--- src/rtl/pio_rd_pkg.sv ---
package pio_rd_pkg;

  localparam logic [7:0] OP_RD_RETRY   = 8'h20;
  localparam logic [7:0] OP_RD_NORETRY = 8'h21;
  localparam logic [7:0] OP_RD_EXT     = 8'h24;
  localparam logic [7:0] OP_RD_BLOCK   = 8'hC4;
  localparam logic [7:0] OP_SET_BLOCK  = 8'hC6;

  typedef enum logic [1:0] {
    CK_READ    = 2'd0,
    CK_SETMULT = 2'd1,
    CK_ABORT   = 2'd2
  } cmd_kind_e;

  typedef enum logic {
    SQ_RUN  = 1'b0,
    SQ_WAIT = 1'b1
  } seq_state_e;

endpackage

--- src/rtl/pio_rd_cmd.sv ---
module pio_rd_cmd
  import pio_rd_pkg::*;
#(
  parameter int SC_W     = 8,
  parameter int SECT_LG2 = 9,
  parameter int MAX_MULT = 16,
  parameter int MULT_W   = $clog2(MAX_MULT + 1),
  parameter int LEN_W    = SC_W + 1 + SECT_LG2
) (
  input  logic [7:0]        code,
  input  logic [SC_W-1:0]   sect_cnt,
  input  logic [MULT_W-1:0] mult_cur,
  output cmd_kind_e         kind,
  output logic [MULT_W-1:0] blk_sz,
  output logic [LEN_W-1:0]  xfer_len,
  output logic              mult_ok,
  output logic [MULT_W-1:0] mult_new
);

  logic [SC_W:0] n_sect;

  // a zero count stands for the full 2**SC_W sectors
  always_comb begin
    if (sect_cnt == '0) n_sect = {1'b1, {SC_W{1'b0}}};
    else                n_sect = {1'b0, sect_cnt};
  end

  assign xfer_len = {n_sect, {SECT_LG2{1'b0}}};

  always_comb begin
    kind   = CK_ABORT;
    blk_sz = MULT_W'(1);
    unique case (code)
      OP_RD_RETRY, OP_RD_NORETRY, OP_RD_EXT: kind = CK_READ;
      OP_RD_BLOCK: begin
        kind   = CK_READ;
        blk_sz = mult_cur;
      end
      OP_SET_BLOCK: kind = CK_SETMULT;
      default: kind = CK_ABORT;
    endcase
  end

  assign mult_ok  = (sect_cnt <= SC_W'(MAX_MULT));
  assign mult_new = (sect_cnt == '0) ? MULT_W'(1) : sect_cnt[MULT_W-1:0];

endmodule

--- src/rtl/pio_rd_buf.sv ---
module pio_rd_buf #(
  parameter int DW       = 32,
  parameter int WA_W     = 7,
  parameter int WORDS    = 2 ** WA_W
) (
  input  logic            clk,
  input  logic            wr_en,
  input  logic [WA_W-1:0] wr_addr,
  input  logic [DW-1:0]   wr_data,
  input  logic            rd_en,
  input  logic [WA_W-1:0] rd_addr,
  input  logic            rd_hi,
  input  logic            rd_wide,
  output logic [DW-1:0]   rd_data
);

  localparam int HALF = DW / 2;

  logic [DW-1:0] mem [WORDS];
  logic [DW-1:0] q;
  logic          hi_q;
  logic          wide_q;

  // single write port, single registered read port: block RAM shape
  always_ff @(posedge clk) begin
    if (wr_en) mem[wr_addr] <= wr_data;
    if (rd_en) begin
      q      <= mem[rd_addr];
      hi_q   <= rd_hi;
      wide_q <= rd_wide;
    end
  end

  always_comb begin
    if (wide_q)    rd_data = q;
    else if (hi_q) rd_data = {{HALF{1'b0}}, q[DW-1:HALF]};
    else           rd_data = {{HALF{1'b0}}, q[HALF-1:0]};
  end

endmodule

--- src/rtl/pio_rd_ctrl.sv ---
module pio_rd_ctrl
  import pio_rd_pkg::*;
#(
  parameter int LEN_W    = 18,
  parameter int SECT_LG2 = 9,
  parameter int LANE_LG2 = 2,
  parameter int MULT_W   = 5,
  parameter int LBA_W    = 28
) (
  input  logic                         clk,
  input  logic                         rst,
  input  logic                         cmd_valid,
  input  cmd_kind_e                    kind,
  input  logic [MULT_W-1:0]            blk_new,
  input  logic [LEN_W-1:0]             len_new,
  input  logic                         mult_ok,
  input  logic [MULT_W-1:0]            mult_new,
  input  logic [LBA_W-1:0]             lba_in,
  input  logic                         rd_stb,
  input  logic                         rd_wide,
  input  logic                         src_ready,
  output logic [MULT_W-1:0]            mult_cur,
  output logic                         buf_rd_en,
  output logic [SECT_LG2-LANE_LG2-1:0] buf_waddr,
  output logic                         buf_hi,
  output logic                         buf_wide,
  output logic                         rd_valid,
  output logic                         src_req,
  output logic [LBA_W-1:0]             src_lba,
  output logic                         busy,
  output logic                         ready,
  output logic                         drq,
  output logic                         err,
  output logic                         irq
);

  localparam logic [LEN_W-1:0] STEP_WIDE   = LEN_W'(2 ** LANE_LG2);
  localparam logic [LEN_W-1:0] STEP_NARROW = LEN_W'(2 ** (LANE_LG2 - 1));

  seq_state_e         state;
  logic [LEN_W-1:0]   idx;
  logic [LEN_W-1:0]   len;
  logic [MULT_W-1:0]  blk;
  logic [MULT_W-1:0]  sect_in_blk;
  logic               pend;
  logic               pend_wide;

  logic               cmd_go;
  logic               strobe_run;
  logic               at_bound;
  logic               go_fetch;
  logic               go_read;
  logic               resume;
  logic               do_read;
  logic               acc_wide;
  logic [LEN_W-1:0]   idx_nxt;
  logic               sect_done;
  logic               blk_done;
  logic               fire;
  logic               overrun;

  // commands are only taken while no sector fetch is outstanding
  assign cmd_go     = cmd_valid && !busy;
  assign strobe_run = (state == SQ_RUN) && rd_stb && !cmd_valid;
  assign at_bound   = (idx[SECT_LG2-1:0] == '0) && (idx != '0);
  assign overrun    = strobe_run && (idx >= len);
  assign go_fetch   = strobe_run && (idx < len) && at_bound;
  assign go_read    = strobe_run && (idx < len) && !at_bound;
  assign resume     = (state == SQ_WAIT) && src_ready;
  assign do_read    = go_read || (resume && pend);
  assign acc_wide   = (state == SQ_WAIT) ? pend_wide : rd_wide;
  assign idx_nxt    = idx + (acc_wide ? STEP_WIDE : STEP_NARROW);
  assign sect_done  = (idx_nxt[SECT_LG2-1:0] == '0);
  assign blk_done   = sect_done && ((sect_in_blk + MULT_W'(1)) == blk);
  assign fire       = do_read && (blk_done || (idx_nxt == len));

  assign buf_rd_en  = do_read;
  assign buf_waddr  = idx[SECT_LG2-1:LANE_LG2];
  assign buf_hi     = idx[LANE_LG2-1];
  assign buf_wide   = acc_wide;

  always_ff @(posedge clk) begin
    if (rst) begin
      state       <= SQ_RUN;
      idx         <= '0;
      len         <= '0;
      blk         <= MULT_W'(1);
      mult_cur    <= MULT_W'(1);
      sect_in_blk <= '0;
      pend        <= 1'b0;
      pend_wide   <= 1'b0;
      src_lba     <= '0;
      src_req     <= 1'b0;
      rd_valid    <= 1'b0;
      busy        <= 1'b0;
      ready       <= 1'b1;
      drq         <= 1'b0;
      err         <= 1'b0;
      irq         <= 1'b0;
    end else begin
      irq      <= 1'b0;
      src_req  <= 1'b0;
      rd_valid <= do_read;

      if (cmd_go) begin
        unique case (kind)
          CK_READ: begin
            len         <= len_new;
            blk         <= blk_new;
            idx         <= '0;
            sect_in_blk <= '0;
            src_lba     <= lba_in;
            src_req     <= 1'b1;
            pend        <= 1'b0;
            state       <= SQ_WAIT;
            busy        <= 1'b1;
            ready       <= 1'b0;
            drq         <= 1'b0;
            err         <= 1'b0;
          end
          CK_SETMULT: begin
            if (mult_ok) mult_cur <= mult_new;
            err   <= !mult_ok;
            ready <= 1'b1;
            irq   <= 1'b1;
          end
          default: begin
            len   <= '0;
            idx   <= '0;
            pend  <= 1'b0;
            state <= SQ_RUN;
            err   <= 1'b1;
            ready <= 1'b1;
            drq   <= 1'b0;
            irq   <= 1'b1;
          end
        endcase
      end else begin
        if (overrun) err <= 1'b1;

        if (go_fetch) begin
          state     <= SQ_WAIT;
          src_lba   <= src_lba + LBA_W'(1);
          src_req   <= 1'b1;
          pend      <= 1'b1;
          pend_wide <= rd_wide;
          busy      <= 1'b1;
          ready     <= 1'b0;
          drq       <= 1'b0;
        end

        if (resume) begin
          state <= SQ_RUN;
          pend  <= 1'b0;
          busy  <= 1'b0;
          ready <= 1'b1;
          drq   <= 1'b1;
        end

        if (do_read) begin
          idx <= idx_nxt;
          if (sect_done) sect_in_blk <= blk_done ? '0 : sect_in_blk + MULT_W'(1);
          if (fire) begin
            irq   <= 1'b1;
            busy  <= 1'b0;
            ready <= 1'b1;
            drq   <= (idx_nxt != len);
          end
        end
      end
    end
  end

endmodule

--- src/rtl/pio_read_pacer.sv ---
module pio_read_pacer
  import pio_rd_pkg::*;
#(
  parameter int SC_W     = 8,
  parameter int SECT_LG2 = 9,
  parameter int DW       = 32,
  parameter int MAX_MULT = 16,
  parameter int LBA_W    = 28
) (
  input  logic                                   clk,
  input  logic                                   rst,
  input  logic                                   cmd_valid,
  input  logic [7:0]                             cmd_code,
  input  logic [SC_W-1:0]                        cmd_sect_cnt,
  input  logic [LBA_W-1:0]                       cmd_lba,
  input  logic                                   rd_stb,
  input  logic                                   rd_wide,
  output logic                                   rd_valid,
  output logic [DW-1:0]                          rd_data,
  output logic                                   src_req,
  output logic [LBA_W-1:0]                       src_lba,
  input  logic                                   src_we,
  input  logic [SECT_LG2-$clog2(DW/8)-1:0]       src_waddr,
  input  logic [DW-1:0]                          src_wdata,
  input  logic                                   src_ready,
  output logic                                   st_busy,
  output logic                                   st_ready,
  output logic                                   st_drq,
  output logic                                   st_err,
  output logic                                   irq
);

  localparam int LANE_LG2 = $clog2(DW / 8);
  localparam int WA_W     = SECT_LG2 - LANE_LG2;
  localparam int LEN_W    = SC_W + 1 + SECT_LG2;
  localparam int MULT_W   = $clog2(MAX_MULT + 1);

  cmd_kind_e          kind;
  logic [MULT_W-1:0]  blk_new;
  logic [LEN_W-1:0]   len_new;
  logic               mult_ok;
  logic [MULT_W-1:0]  mult_new;
  logic [MULT_W-1:0]  mult_cur;
  logic               buf_rd_en;
  logic [WA_W-1:0]    buf_waddr;
  logic               buf_hi;
  logic               buf_wide;

  pio_rd_cmd #(
    .SC_W(SC_W), .SECT_LG2(SECT_LG2), .MAX_MULT(MAX_MULT),
    .MULT_W(MULT_W), .LEN_W(LEN_W)
  ) u_cmd (
    .code(cmd_code), .sect_cnt(cmd_sect_cnt), .mult_cur(mult_cur),
    .kind(kind), .blk_sz(blk_new), .xfer_len(len_new),
    .mult_ok(mult_ok), .mult_new(mult_new)
  );

  pio_rd_ctrl #(
    .LEN_W(LEN_W), .SECT_LG2(SECT_LG2), .LANE_LG2(LANE_LG2),
    .MULT_W(MULT_W), .LBA_W(LBA_W)
  ) u_ctrl (
    .clk(clk), .rst(rst), .cmd_valid(cmd_valid), .kind(kind),
    .blk_new(blk_new), .len_new(len_new), .mult_ok(mult_ok),
    .mult_new(mult_new), .lba_in(cmd_lba), .rd_stb(rd_stb),
    .rd_wide(rd_wide), .src_ready(src_ready), .mult_cur(mult_cur),
    .buf_rd_en(buf_rd_en), .buf_waddr(buf_waddr), .buf_hi(buf_hi),
    .buf_wide(buf_wide), .rd_valid(rd_valid), .src_req(src_req),
    .src_lba(src_lba), .busy(st_busy), .ready(st_ready), .drq(st_drq),
    .err(st_err), .irq(irq)
  );

  pio_rd_buf #(
    .DW(DW), .WA_W(WA_W)
  ) u_buf (
    .clk(clk), .wr_en(src_we), .wr_addr(src_waddr), .wr_data(src_wdata),
    .rd_en(buf_rd_en), .rd_addr(buf_waddr), .rd_hi(buf_hi),
    .rd_wide(buf_wide), .rd_data(rd_data)
  );

endmodule

--- config.mk ---
export PLATFORM = sky130hd
export DESIGN_NAME = pio_read_pacer
export DESIGN_NICKNAME = d
export VERILOG_FILES = /design/src/rtl/pio_rd_pkg.sv /design/src/rtl/pio_rd_cmd.sv /design/src/rtl/pio_rd_buf.sv /design/src/rtl/pio_rd_ctrl.sv /design/src/rtl/pio_read_pacer.sv
export SDC_FILE = /design/constraint.sdc
export NUM_CORES = 2
export LEC_CHECK = 0
export ABC_AREA = 0
export BUFFER_PORTS_ARGS = -buffer_cell sky130_fd_sc_hd__buf_2
export CORE_MARGIN = 3
export CORE_UTILIZATION = 50
export CTS_CLUSTER_DIAMETER = 150
export DETAILED_ROUTE_END_ITERATION = 7
export GPL_TIMING_DRIVEN = 0
export MAX_ROUTING_LAYER = met4
export PLACE_DENSITY = 0.65
export SYNTH_ARGS = -nofsm -noshare
export SYNTH_HDL_FRONTEND = slang
export SYNTH_SLANG_ARGS = --single-unit
--- constraint.sdc ---
create_clock -name clk -period 4.5 [get_ports clk]
set_input_delay 0.45 -clock clk [delete_from_list [all_inputs] [get_ports clk]]
set_output_delay 0.45 -clock clk [all_outputs]
set_load 0.005 [all_outputs]
# Yosys cells after proc, flatten, opt, wreduce, memory -nomap -nowiden

Memories as Yosys holds them, arrays and structs flattened. A register that Yosys moved wholly into a read port is not among the register bits.
Cells that the tools add are included.

Add/subtract/negate cells: 3
Order comparisons: 3
Equal/unequal tests: 11
Mux-type cells: 54
Bitwise operators: 3
Reductions and logical operators: 37

Operators with widths:

| kind                                                 | count |
|---|---|
| two-way mux 28 bit                                   | 3 |
| two-way mux 18 bit                                   | 3 |
| one-hot mux 18 bit (2 select lines)                  | 1 |
| two-way mux 5 bit                                    | 7 |
| two-way mux 1 bit                                    | 33 |
| two-way mux 32 bit                                   | 1 |
| adder 28 x 1 -> 28 bit (second input constant)       | 1 |
| == test 8 x 6 -> 1 bit (second input constant)       | 3 |
| adder 18 bit                                         | 1 |
| == test 18 bit                                       | 1 |
| >= comparator 18 bit                                 | 1 |
| logical NOT 9 bit                                    | 2 |
| less-than comparator 18 bit                          | 1 |
| != test 18 bit                                       | 1 |
| nonzero test 18 bit                                  | 1 |
| == test 8 bit (second input constant)                | 2 |
| two-way mux 16 bit                                   | 1 |
| logical AND 1 bit                                    | 12 |
| AND reduction 2 bit                                  | 6 |
| two-way mux 9 bit                                    | 1 |
| <= comparator 8 x 5 -> 1 bit (second input constant) | 1 |
| logical NOT 8 bit                                    | 1 |
| nonzero test 2 bit                                   | 4 |
| AND reduction 3 bit                                  | 2 |
| 13 further kinds                                     | 21 |

Bits in registers: 91
RAM bits: 4096
Input port bits: 90
Output and inout bits: 67
Logic and storage cells: 130
Memories: 1

Memories:

| name      | depth | width | rd ports | clocked after Yosys merged registers in | write ports | line             | source |
|---|---|---|---|---|---|---|---|
| u_buf.mem | 128   | 32    | 1        | 1                                       | 1           | pio_rd_buf.sv:19 | `logic [DW-1:0] mem [WORDS];` |

# Logic depth before layout (Yosys ltp)

Depth after elaboration: 10
Mapped depth: 12
Mapped depth without buffers: 10

# By module

Synthesis repeated with hierarchy kept, for this count alone.

Cells, all modules: 6781
Area, all modules: 162717.3 um2

Modules (own cells, without submodules):

| module      | times used | cells each | area each (um2) | seq. area each (um2) |
|---|---|---|---|---|
| pio_rd_buf  | 1          | 6028       | 156961.8        | 124018.9 |
| pio_rd_ctrl | 1          | 710        | 5454.0          | 1761.7 |
| pio_rd_cmd  | 1          | 43         | 301.5           | 0.0 |

# Worst setup path before layout

Ideal clock, no wire load.

Kind: input to register
Start: input src_waddr[1]
End: memory u_buf.mem[122][0], enable pin
Setup time: 0.421 ns
Data arrival time: 2.947 ns
Required time: 4.079 ns
Setup slack: 1.132 ns
Stages: 6
Path buffers: 2
Path through: clkbuf_1 -> or3b_2 -> inv_1 -> nand2_1 -> clkbuf_1 -> nor2_1

RTL lines:

| what        | line                 | source |
|---|---|---|
| from (decl) | pio_read_pacer.sv:23 | `input logic [SECT_LG2-$clog2(DW/8)-1:0] src_waddr,` |
| to (decl)   | pio_rd_buf.sv:19     |  |

Straight into the memory's write port.

# Worst setup path after layout

Start: register u_ctrl.idx[3]
End: register u_buf.q[21] (read register of u_buf.mem) (data pin)

Cells in the longest elaborated chain, start to end: 5
Elaborated cells between the ends (all ways): 8
Classes of those cells: 1 x order compare; 7 x reduce/logical

RTL lines:

| what                                                                                | line               | source |
|---|---|---|
| from (decl)                                                                         | pio_rd_ctrl.sv:41  | `logic [LEN_W-1:0] idx;` |
| from (signal assigned)                                                              | pio_rd_ctrl.sv:161 | `idx <= idx_nxt;` |
| parallel branches: the longest is 5 deep, another holds less-than comparator 18 bit | -                  |  |
| to (decl)                                                                           | pio_rd_buf.sv:20   | `logic [DW-1:0] q;` |

Several ways; the timed one is not identified.
A chain may end at the register's enable or synchronous reset.

==> run metrics <==
Final Cycle Share=1.04; multiplexer share of the synthesized area=0.182; critical path endpoint=u_buf.q[21]; reg2reg start=u_ctrl.idx[3]; min-delay worst type=input pin to register; Starting Density=0.504; Placed Instances=11,700; largest net degree at the start of global routing=125; Via Count=89,500; First DRT Iteration DRCs=17,700; Post-layout nets=7,986; Seq/Total Area, Yosys=0.774; violated checks=DRC, capacitance limit, slew limit, setup timing; antenna viol nets, final=0; r2r worst-path depth=10; root buf cell=clkbuf_16; flops & latches, synth=4,209; Peak VDD IR=364 µV; DIE AREA=331,000 µm²; post-DR vias/cell=7.12; hpwl dp=391 mm; fin crit period=4.68 ns; Fin Hold WS=0.0865 ns; WP data required=5.16 ns; Area growth, synth to finish=17.7%; pre-CTS WS=-1.67 ns; CTS buffer count=424; Post-Synth XOR/XNOR Area=0.00103; Post-Synthesis Cells=6,934; setup bufs post-CTS=0; die height=576 µm; Max-slew headroom=-0.0534; Setup Viol. Count Final=21; crit path kind=register to register; vias in the first global route=84,700; skew final=0.0600 ns; Switching Power=16.2 mW; max-cap violation count=1; I/O Buffers=154; PwrDens=416 nW/µm²; Worst Setup End Kind=register; adder-cell share of the synthesized area=0.00113; wire length of the first global-routing pass=771 mm; post-synthesis simple-gate area fraction=0.0163; maximum clock path buffer count=4; Final Routed Wirelength=584 mm; CP Launch Point=u_ctrl.idx[3]; FMAX=0.214 GHz; Clock Latency Late Sink=1.01 ns; top post-synthesis cells by count=edfxtp_1 (4,130), mux4_2 (1,247), nor2_1 (221); internal power=63.2 mW; initial antenna violation count=40; worst slew pin tran=1.58 ns; compound-cell area share of the yosys netlist=0.0144; Post-Syn Nets=7,038; largest family of logic cells by synthesized area=multiplexers; Worst Path Max Fanout=10; combinational share of power=0.016; Std-Cell Rows=208; count leader, synth=edfxtp_1; Yosys top cell area share=0.764; core area=322,000 µm²; clock share of power=0.439; reg-to-reg endpoint=u_buf.q[21]; detailed-route DRC error count=13; sw frac=0.204; Area contributors post-synth=edfxtp_1 (76%), mux4_2 (17%), dfxtp_1 (0.97%); worst path arrival time=5.34 ns; Sink Count=4,209; total track usage=0.362; final core utilization=0.593; RD Place Congestion=0.924; routed len/inst=46.4 µm; Yosys top cell by area=edfxtp_1; share of layout cells above drive strength 1=0.332; fin worst setup slack=-0.178 ns; synthesized cell area=162,000 µm²; Overflow after GRT=0; Top FF cell, synth=edfxtp_1; Async SR Flop Fraction=0; TritonRoute pass-1 iters=8; Unique masters post-synth=68; non-filler instance count after layout=12,600; Sequential Power Share=0.544; status=finished with violations; die span in x=576 µm; nature of the critical path startpoint=register; Final Hold Fails=0; max-slew violation count=11; CTS clk-pin slew, worst paths=0.06 ns; Yosys Warn Count=0; CTS tree=yes; Reg2Reg Setup Slack=-0.18 ns; syn avg cell area=23.4 µm²; H-tree lvl count=5; Post-synth EDFFs=4,130; Pleak=58.2 nW; total I/O pin count=157
-- repair_timing --
action	4_1_cts	5_1_grt
hold buffers	71	0
hold endpoints to repair	914	0
pin swaps	0	1
endpoints found under the setup margin	33	28
resized for setup	173	82
-- critical path, cell delays in order, from the launching register on --
cell and delay (ns):
dfxtp_1 0.35, buf_4 0.39, buf_4 0.44, buf_2 0.37
buf_2 0.50, buf_2 0.58, mux4_2 0.40, mux2i_1 0.14
o22ai_1 0.17, a221oi_1 0.78, a221oi_2 0.18
-- kinds of logic after synthesis --
logic type / Yosys count
AND/OR/NAND/NOR: 561
multiplexers: 1383
AO/OA/AOI/OAI: 345
flip-flops: 4209
adder cells (fa/ha/maj): 14
buffers and inverters: 403
XOR/XNOR: 19
-- state kept, by name (all words and copies together) (netlist names), 5 cells and up --
register	count
u_buf.mem	4096
u_buf.q	32
u_ctrl.src_lba	28
u_ctrl.idx	17
u_ctrl.len	9
u_ctrl.blk	5
u_ctrl.mult_cur	5
u_ctrl.sect_in_blk	5
-- metal layers --
layer	GRT usage	routed length [µm]	vias up
met1	0.455	194000	47300
li1	-	-	31900
met5	-	0	-
met2	0.504	253000	8511
met3	0.151	95500	1832
met4	0.190	40500	0
-- worst min-delay path by stage --
stage                     cells after the start                 to               start
after floorplan                               2      u_ctrl.blk[0]  u_ctrl.mult_cur[0]
after global placement                        2      u_ctrl.blk[0]  u_ctrl.mult_cur[0]
after detailed placement                      2      u_ctrl.blk[0]  u_ctrl.mult_cur[0]
after CTS                                     5        u_ctrl.pend           src_ready
after global routing                          1  u_buf.mem[55][30]       src_wdata[30]
final                                         5         u_ctrl.drq         cmd_code[4]
-- final cells by class --
cell class	instances	area (µm²)
flip-flops and latches	4209	126000
repair buffers	525	8270
multi-input cells	2322	35900
clock buffers	527	11100
fillers	22200	131000
inverters	26	97.6
diodes	39	97.6
well taps	4305	5390
plain buffers	374	2210
clock inverters	240	2320
-- power by group through the flow --
| stage | registers, mW | logic (mW) | clock network (mW) |
|---|---|---|---|
| after floorplan | 44.0 | 0.224 | 0 |
| after global placement | 44.1 | 0.950 | 0 |
| after detailed placement | 44.0 | 1.21 | 0 |
| after CTS | 43.2 | 1.26 | 34.9 |
| after global routing | 43.2 | 1.34 | 36.5 |
| final | 43.2 | 1.30 | 34.8 |
-- layout by cell type, fill, tap and decap left out, types with 15 or more instances in the layout --
cell type           n
or3_1              16
nor2b_1            21
clkbuf_1          190
buf_6              15
mux2_2             25
nand2_1           119
nand3_1            50
nor3_1             15
diode_2            39
nor2_1             90
nor2_4            128
buf_12            194
nand4_1            24
a21oi_1            84
clkbuf_16         429
clkinvlp_4         18
buf_16            100
clkdlybuf4s15_2    16
a211oi_1           26
mux2i_1           107
buf_4              92
o22ai_1            26
dlygate4sd3_1      71
mux4_2           1247
buf_2             199
clkbuf_4           42
inv_1              25
bufinv_16          39
a22oi_1            32
dfxtp_1            79
a31oi_1            17
and2_1             25
clkbuf_2           59
clkinv_2           64
edfxtp_1         4130
clkinv_1           94
o21ai_0            48
-- through the flow --
| stage | TNS [ns] | instance area, µm² | power (mW) |
|---|---|---|---|
| finish | -1.92 | 191000 | 79.4 |
| global route | -0.00398 | 191000 | 81.0 |
| CTS | -0.115 | 191000 | 79.3 |
| detailed placement | -32.50 | 176000 | 45.2 |
| global placement | -8064.48 | 168000 | 45.0 |
| floorplan | 0 | 162000 | 44.3 |
Note: power is estimated with default switching activity, not from simulation.
